==> src/rtl/pcmclk_pkg.sv <==
package pcmclk_pkg;

    typedef enum logic [1:0] {
        PH_IDLE = 2'd0,
        PH_HIGH = 2'd1,
        PH_LOW  = 2'd2
    } phase_e;

endpackage

==> src/rtl/pcmclk_src_mux.sv <==
module pcmclk_src_mux #(
    parameter int SRC_CNT = 2,
    parameter int SEL_W   = $clog2(SRC_CNT)
) (
    input  logic [SRC_CNT-1:0] tick_i,
    input  logic [SEL_W-1:0]   sel_i,
    output logic               tick_o
);

    logic [SRC_CNT-1:0] hit;

    for (genvar i = 0; i < SRC_CNT; i++) begin : g_src
        assign hit[i] = tick_i[i] && (sel_i == SEL_W'(i));
    end

    assign tick_o = |hit;

endmodule

==> src/rtl/pcmclk_half_div.sv <==
module pcmclk_half_div #(
    parameter int DIV_W = 9
) (
    input  logic             clk,
    input  logic             rst_n,
    input  logic             run_i,
    input  logic             tick_i,
    input  logic [DIV_W-1:0] lim_i,
    output logic             half_end_o
);

    logic [DIV_W-1:0] cnt;
    logic             at_lim;

    assign at_lim     = (cnt == lim_i);
    assign half_end_o = run_i && tick_i && at_lim;

    always_ff @(posedge clk) begin
        if (!rst_n) begin
            cnt <= '0;
        end else if (!run_i) begin
            cnt <= '0;
        end else if (tick_i) begin
            cnt <= at_lim ? '0 : cnt + 1'b1;
        end
    end

    AST_HALF_BOUND: assert property (@(posedge clk) disable iff (!rst_n)
        run_i |-> (cnt <= lim_i));

    AST_HALF_HOLD: assert property (@(posedge clk) disable iff (!rst_n)
        (run_i && !tick_i) |=> $stable(cnt));

endmodule

==> src/rtl/pcmclk_frame_seq.sv <==
module pcmclk_frame_seq #(
    parameter int DIV_W = 9
) (
    input  logic             clk,
    input  logic             rst_n,
    input  logic             load_i,
    input  logic             bit_end_i,
    input  logic [DIV_W-1:0] bit_div_i,
    input  logic [DIV_W-1:0] frm_div_i,
    output logic [DIV_W-1:0] act_bit_div_o,
    output logic             first_bit_o,
    output logic             last_bit_o
);

    logic [DIV_W-1:0] bcnt;
    logic [DIV_W-1:0] act_frm;

    assign first_bit_o = (bcnt == '0);
    assign last_bit_o  = (bcnt == act_frm);

    always_ff @(posedge clk) begin
        if (!rst_n) begin
            bcnt          <= '0;
            act_frm       <= '0;
            act_bit_div_o <= '0;
        end else if (load_i) begin
            bcnt          <= '0;
            act_frm       <= frm_div_i;
            act_bit_div_o <= bit_div_i;
        end else if (bit_end_i) begin
            if (last_bit_o) begin
                bcnt          <= '0;
                act_frm       <= frm_div_i;
                act_bit_div_o <= bit_div_i;
            end else begin
                bcnt <= bcnt + 1'b1;
            end
        end
    end

    AST_SHADOW_HOLD: assert property (@(posedge clk) disable iff (!rst_n)
        (!load_i && !(bit_end_i && last_bit_o)) |=>
            ($stable(act_frm) && $stable(act_bit_div_o)));

    AST_BIT_BOUND: assert property (@(posedge clk) disable iff (!rst_n)
        bcnt <= act_frm);

endmodule

==> src/rtl/pcm_clkgen.sv <==
module pcm_clkgen
    import pcmclk_pkg::*;
#(
    parameter int SRC_CNT = 2,
    parameter int DIV_W   = 9,
    parameter int SEL_W   = $clog2(SRC_CNT)
) (
    input  logic               clk,
    input  logic               rst_n,
    input  logic [SRC_CNT-1:0] src_tick_i,
    input  logic [SEL_W-1:0]   src_sel_i,
    input  logic [DIV_W-1:0]   bit_div_i,
    input  logic [DIV_W-1:0]   frm_div_i,
    input  logic               sclk_en_i,
    input  logic               free_run_i,
    input  logic               xfer_act_i,
    output logic               bclk_o,
    output logic               fsync_o,
    output logic               bclk_rise_o,
    output logic               bclk_fall_o
);

    phase_e           phase, phase_nxt;
    logic             prev_high;
    logic             want_run;
    logic             tick;
    logic             half_run;
    logic             half_end;
    logic             bit_end;
    logic             load;
    logic             first_bit;
    logic             last_bit;
    logic [DIV_W-1:0] act_bit_div;

    assign want_run = sclk_en_i && (free_run_i || xfer_act_i);
    assign half_run = (phase != PH_IDLE);
    assign bit_end  = half_end && (phase == PH_LOW);
    assign load     = (phase == PH_IDLE) && want_run;

    pcmclk_src_mux #(
        .SRC_CNT (SRC_CNT),
        .SEL_W   (SEL_W)
    ) u_mux (
        .tick_i (src_tick_i),
        .sel_i  (src_sel_i),
        .tick_o (tick)
    );

    pcmclk_half_div #(
        .DIV_W (DIV_W)
    ) u_half (
        .clk        (clk),
        .rst_n      (rst_n),
        .run_i      (half_run),
        .tick_i     (tick),
        .lim_i      (act_bit_div),
        .half_end_o (half_end)
    );

    pcmclk_frame_seq #(
        .DIV_W (DIV_W)
    ) u_frame (
        .clk           (clk),
        .rst_n         (rst_n),
        .load_i        (load),
        .bit_end_i     (bit_end),
        .bit_div_i     (bit_div_i),
        .frm_div_i     (frm_div_i),
        .act_bit_div_o (act_bit_div),
        .first_bit_o   (first_bit),
        .last_bit_o    (last_bit)
    );

    // next-state decode
    always_comb begin
        phase_nxt = phase;
        unique case (phase)
            PH_IDLE: if (want_run) phase_nxt = PH_HIGH;             // START
            PH_HIGH: if (half_end) phase_nxt = PH_LOW;              // HALF
            PH_LOW: begin
                if (half_end) begin
                    if (last_bit && !want_run) phase_nxt = PH_IDLE; // STOP
                    else                       phase_nxt = PH_HIGH; // NEXT_BIT
                end
            end
            default: phase_nxt = PH_IDLE;
        endcase
    end

    // state register
    always_ff @(posedge clk) begin
        if (!rst_n) begin
            phase     <= PH_IDLE;
            prev_high <= 1'b0;
        end else begin
            phase     <= phase_nxt;
            prev_high <= (phase == PH_HIGH);
        end
    end

    // outputs
    always_comb begin
        bclk_o      = (phase == PH_HIGH);
        fsync_o     = (phase != PH_IDLE) && first_bit;
        bclk_rise_o = (phase == PH_HIGH) && !prev_high;
        bclk_fall_o = (phase == PH_LOW) && prev_high;
    end

    AST_STROBE_EXCL: assert property (@(posedge clk) disable iff (!rst_n)
        !(bclk_rise_o && bclk_fall_o));

    AST_STOP_AT_BOUNDARY: assert property (@(posedge clk) disable iff (!rst_n)
        (phase == PH_LOW && !last_bit) |=> (phase != PH_IDLE));

    AST_FSYNC_WITH_RISE: assert property (@(posedge clk) disable iff (!rst_n)
        $rose(fsync_o) |-> bclk_rise_o);

    AST_WAKE: assert property (@(posedge clk) disable iff (!rst_n)
        (phase == PH_IDLE && want_run) |=> (bclk_rise_o && fsync_o));

endmodule

==> config.mk <==
export PLATFORM = sky130hd
export DESIGN_NAME = pcm_clkgen
export DESIGN_NICKNAME = d
export VERILOG_FILES = /design/src/rtl/pcmclk_pkg.sv /design/src/rtl/pcmclk_src_mux.sv /design/src/rtl/pcmclk_half_div.sv /design/src/rtl/pcmclk_frame_seq.sv /design/src/rtl/pcm_clkgen.sv
export SDC_FILE = /design/constraint.sdc
export NUM_CORES = 1
export LEC_CHECK = 0
export BUFFER_PORTS_ARGS = -buffer_cell sky130_fd_sc_hd__buf_2
export CORE_AREA = 2 2 76 96
export DETAILED_ROUTE_END_ITERATION = 8
export DIE_AREA = 0 0 78 98
export GPL_TIMING_DRIVEN = 0
export SLEW_MARGIN = 20
export SYNTH_ARGS = -nofsm -noshare
export SYNTH_HDL_FRONTEND = slang
export SYNTH_SLANG_ARGS = --single-unit
==> constraint.sdc <==
create_clock -name clk -period 4.5 [get_ports clk]
set_input_delay 0.225 -clock clk [delete_from_list [all_inputs] [get_ports clk]]
set_output_delay 0.225 -clock clk [all_outputs]
set_load 0.02 [all_outputs]
# Yosys cells after proc, flatten, opt, wreduce, memory -nomap -nowiden
# Index checks and enable logic that the tools add are counted.
[word_totals] register_bits=39 wordCells=54
[op_classes] mux=13 n_eq_ne=7 reduce_logical=24 n_bitwise=2 addsub=2
[ops] op="two-way mux 9 bit" n=8
[ops] op="adder 9 x 1 -> 9 bit, second input constant" n=2
[ops] op="equality test 9 bit" n=2
[ops] op="logical AND 1 bit" n=11
[ops] op="logical NOT 9 bit" n=1
[ops] op="two-way mux 2 bit" n=3
[ops] op="case mux 2 bit (3 select lines)" n=1
[ops] op="nonzero test 2 bit" n=3
[ops] op="inequality test 2 bit, second input constant" n=2
[ops] op="AND reduction 2 bit" n=2
[ops] op="OR reduction 2 bit" n=2
[ops] op="AND reduction 3 bit" n=1
[ops] op="equality test 2 x 1 -> 1 bit, second input constant" n=1
[ops] op="equality test 2 bit, second input constant" n=1
[ops] op="logical NOT 1 bit" n=2
[ops] op="logical NOT 2 bit" n=1
[ops] op="inequality test 2 x 1 -> 1 bit, second input constant" n=1
[ops] op="inverter 1 bit" n=2
[ops] op="logical OR 1 bit" n=1
[ops] op="two-way mux 1 bit" n=1

# Depth between registers and ports, before layout
[logic_depth] ltp_word=8 ltp_mapped=8 ltp_nobuf=5

# Cells and area by module
# From an unflattened synthesis, not the netlist that was laid out.
[unflattened] cells_unflattened=224 hier_area_um2=2009.4
[modules_own_cells] module="pcmclk_frame_seq" n_inst=1 area_per_inst_um2=1328.8 cells_per_inst=151
[modules_own_cells] module="pcmclk_half_div" n_inst=1 area_per_inst_um2=491.7 cells_per_inst=52
[modules_own_cells] module="pcm_clkgen" n_inst=1 area_per_inst_um2=173.9 cells_per_inst=20
[modules_own_cells] module="pcmclk_src_mux" n_inst=1 area_per_inst_um2=15.0 cells_per_inst=1

# Worst setup path after synthesis
# Ideal clock, no wire load.
[synth_path] path_kind="register -> output" from="register u_frame.bcnt[0]" to="output fsync_o" required_ps=4275 stages_incl_launch_ff=5 arrival_ps=1614 path_buffers=0 setup_slack_ps=2661 path_cell_list="dfxtp_1 -> inv_1 -> ha_1 -> or4b_2 -> nor3_1"
[synth_via] elab_chain_len=2
[synth_lines] item="from (decl)" line="pcmclk_frame_seq.sv:15" source="logic [DIV_W-1:0] bcnt;"
[synth_lines] item="from (signal assigned)" line="pcmclk_frame_seq.sv:36" source="bcnt <= bcnt + 1'b1;"
[synth_lines] item="logical NOT 9 bit" line="pcmclk_frame_seq.sv:18" source="assign first_bit_o = (bcnt == '0);"
[synth_lines] item="logical AND 1 bit" line="pcm_clkgen.sv:104" source="fsync_o = (phase != PH_IDLE) && first_bit;"
[synth_lines] item="to (decl)" line="pcm_clkgen.sv:18" source="output logic fsync_o,"
# No other way between the ends.

# Worst setup path after layout
# Ends and elaborated chain as after synthesis.

==> out/qor.txt <==
Ys Warns: 0
Final min period: 2.138 ns
Routability Congestion: 0.7365
Hold WC Path Type: input port to register
commonest non-fill, non-tap cell in the layout: nand2_1
slack of the critical path: 2.362 ns
Place WS: 2.374 ns
syn_nets: 250
Crit Path Max Fanout: 4
worst-case reg-to-reg path depth: 6
final slew viol count: 0
Setup Fix Bufs, Post-CTS: 0
WHS: 0.1597 ns
Overflow after GRT: 0
Synth cell types: 38
fill count: 736
status: complete, no violations
vias in the first global route: 1627
design area: 2303 um2
post-synthesis cell count: 221
initial antenna violation count: 0
TritonCTS buffer count: 5
die area: 7644 um2
Post-synth EDFFs: 0
Async S/R FF share, synth: 0%
clock buffer depth: 2
Vert. Die Dim: 98 um
Worst setup SP type: register
GR Util met2: 20.09%
Routed Antenna Nets: 0
layout cells sized above 1: 19.07%
largest net degree at the start of global routing: 14
Clk Latency, worst-skew pair: 0.30 ns
post_cts resized: 0
synthesized area per cell: 8.877 um2
Syn-to-layout area delta: 17.41%
Top FF cell, synth: dfxtp_1
sequential share of the synthesized area: 39.80%
met3 Use GR: 2.311%
Finished Core Util: 33.84%
clk_skew: 0.004629 ns
I/O pin count: 30
Post-DP HPWL: 3033 um
period utilization: 47.52%
placed inst area: 2215 um2
GRT Overall Usage: 11.19%
met1 Resource Use GR: 12.19%
worst-margin pin slew: 0.7344 ns
Core Box Area: 6807 um2
# rows: 34
vias: 1611
vias per cell: 4.643
Worst EP arrival: 1.91 ns
CP Capture Type: output port
final hold vios: 0
Post-Layout Cell Count: 347
total of max-cap violations: 0
most frequent cells in the layout: 45 x nand2_1, 39 x dfxtp_1, 29 x buf_2
P_leak: 0.9639 nW
CTS Sinks: 39
Worst R2R Setup Slack: 2.40 ns
total power: 729.8 uW
Routed wire per std cell: 11.57 um
Cell Pwr Density: 316.8 nW/um2
setup TNS: 0 ns
Residual DRC: 0
Hold Path Stages: 3
Starting Density: 28.82%
drt first-iter violations: 34
number of port buffers: 28
Slew headroom: 50.96%
Critical Path RT: 4.28 ns
Routed WL: 4016 um
busiest grt layer: met2
crit path kind: register to output port
CTS tree: built
# nets final: 285
die width: 78 um
Mapped Area: 1962 um2
RSZ-0062 raised after global routing: false
Clock Tree Root: clkbuf_8
diodes inserted: 0
Peak VDD IR: 210.9 uV
f_max: 467.6 MHz
# hold bufs at CTS: 0
post-placement cell count: 339
flop and latch count out of synthesis: 39
htree depth: 2
clock slew at reported path FFs: 0.08 ns
wire length of the first global-routing pass: 6865 um
final setup fails: 0
DRT Pass-1 Iters: 4
[cell type report]
class | count | area, um2 | area share (%)
multi-input cells | 167 | 1100 | 47.75
flip-flops and latches | 39 | 780.7 | 33.89
repair buffers | 28 | 140.1 | 6.084
well taps | 90 | 112.6 | 4.889
clock buffers | 5 | 68.82 | 2.988
plain buffers | 9 | 58.81 | 2.553
inverters | 6 | 22.52 | 0.9777
clock inverters | 3 | 20.02 | 0.8691
[registers in the layout, summed over array words and instances, names as in the netlist]
name / flops
u_frame.act_bit_div_o: 9
phase: 2
u_frame.act_frm: 9
u_half.cnt: 9
u_frame.bcnt: 9
prev_high: 1
[path summary, 6_finish.rpt]
kind | start | to
worst max-delay path | u_frame.bcnt[0] | fsync_o
worst min register to register | u_frame.act_frm[6] | u_frame.act_frm[6]
worst min-delay path | bit_div_i[0] | u_frame.act_bit_div_o[0]
worst max register to register | u_frame.bcnt[3] | u_frame.bcnt[1]
[where the power goes]
group,leakage [nW],switching (mW),internal [mW]
registers,0.317,0.0118,0.361
clock network,0.0402,0.134,0.108
logic,0.607,0.0623,0.0529
total,0.964,0.208,0.522
[worst max-delay path: stages, from the launching register on]
cell and delay, ns:
dfxtp_1 0.36, inv_1 0.10, ha_1 0.14, or4b_2 0.59, nor3_1 0.22, buf_2 0.21
[synthesized netlist by cell type (2+ instances only)]
master | number | share of area, %
nand4_1 | 5 | 1.6
or3_2 | 3 | 1.1
or4_1 | 4 | 1.5
inv_1 | 6 | 1.1
nand2_1 | 45 | 8.6
mux2i_1 | 21 | 11
xor2_1 | 18 | 8.0
and2_1 | 2 | 0.64
nor3_1 | 2 | 0.51
nand3_1 | 4 | 1.0
o31ai_1 | 4 | 1.5
nand2b_1 | 2 | 0.64
o21ai_0 | 4 | 1.0
a21oi_1 | 7 | 1.8
clkbuf_1 | 6 | 1.1
nor2_1 | 18 | 3.4
dfxtp_1 | 39 | 40
ha_1 | 3 | 1.9
xnor2_1 | 9 | 4.0
[routing by layer]
layer / vias up / routed length (um)
met5: - / 0
met4: 0 / 102
met3: 7 / 107
met2: 27 / 2070
met1: 764 / 1735
li1: 813 / -
[kinds of logic (layout without fill, tap and decap cells)]
kind of cell	count (synthesis)	count (layout)	share of synthesized area [%]
and+or+nand+nor	95	95	23.79
DFF	39	39	39.80
xor gates and xnor gates	27	27	12.05
muxes	22	22	11.29
AOI/OAI and AO/OA	20	20	7.016
buffers and inverters	15	51	4.145
adders and majority gates	3	3	1.913
Note: power is estimated with default switching activity, not from simulation.
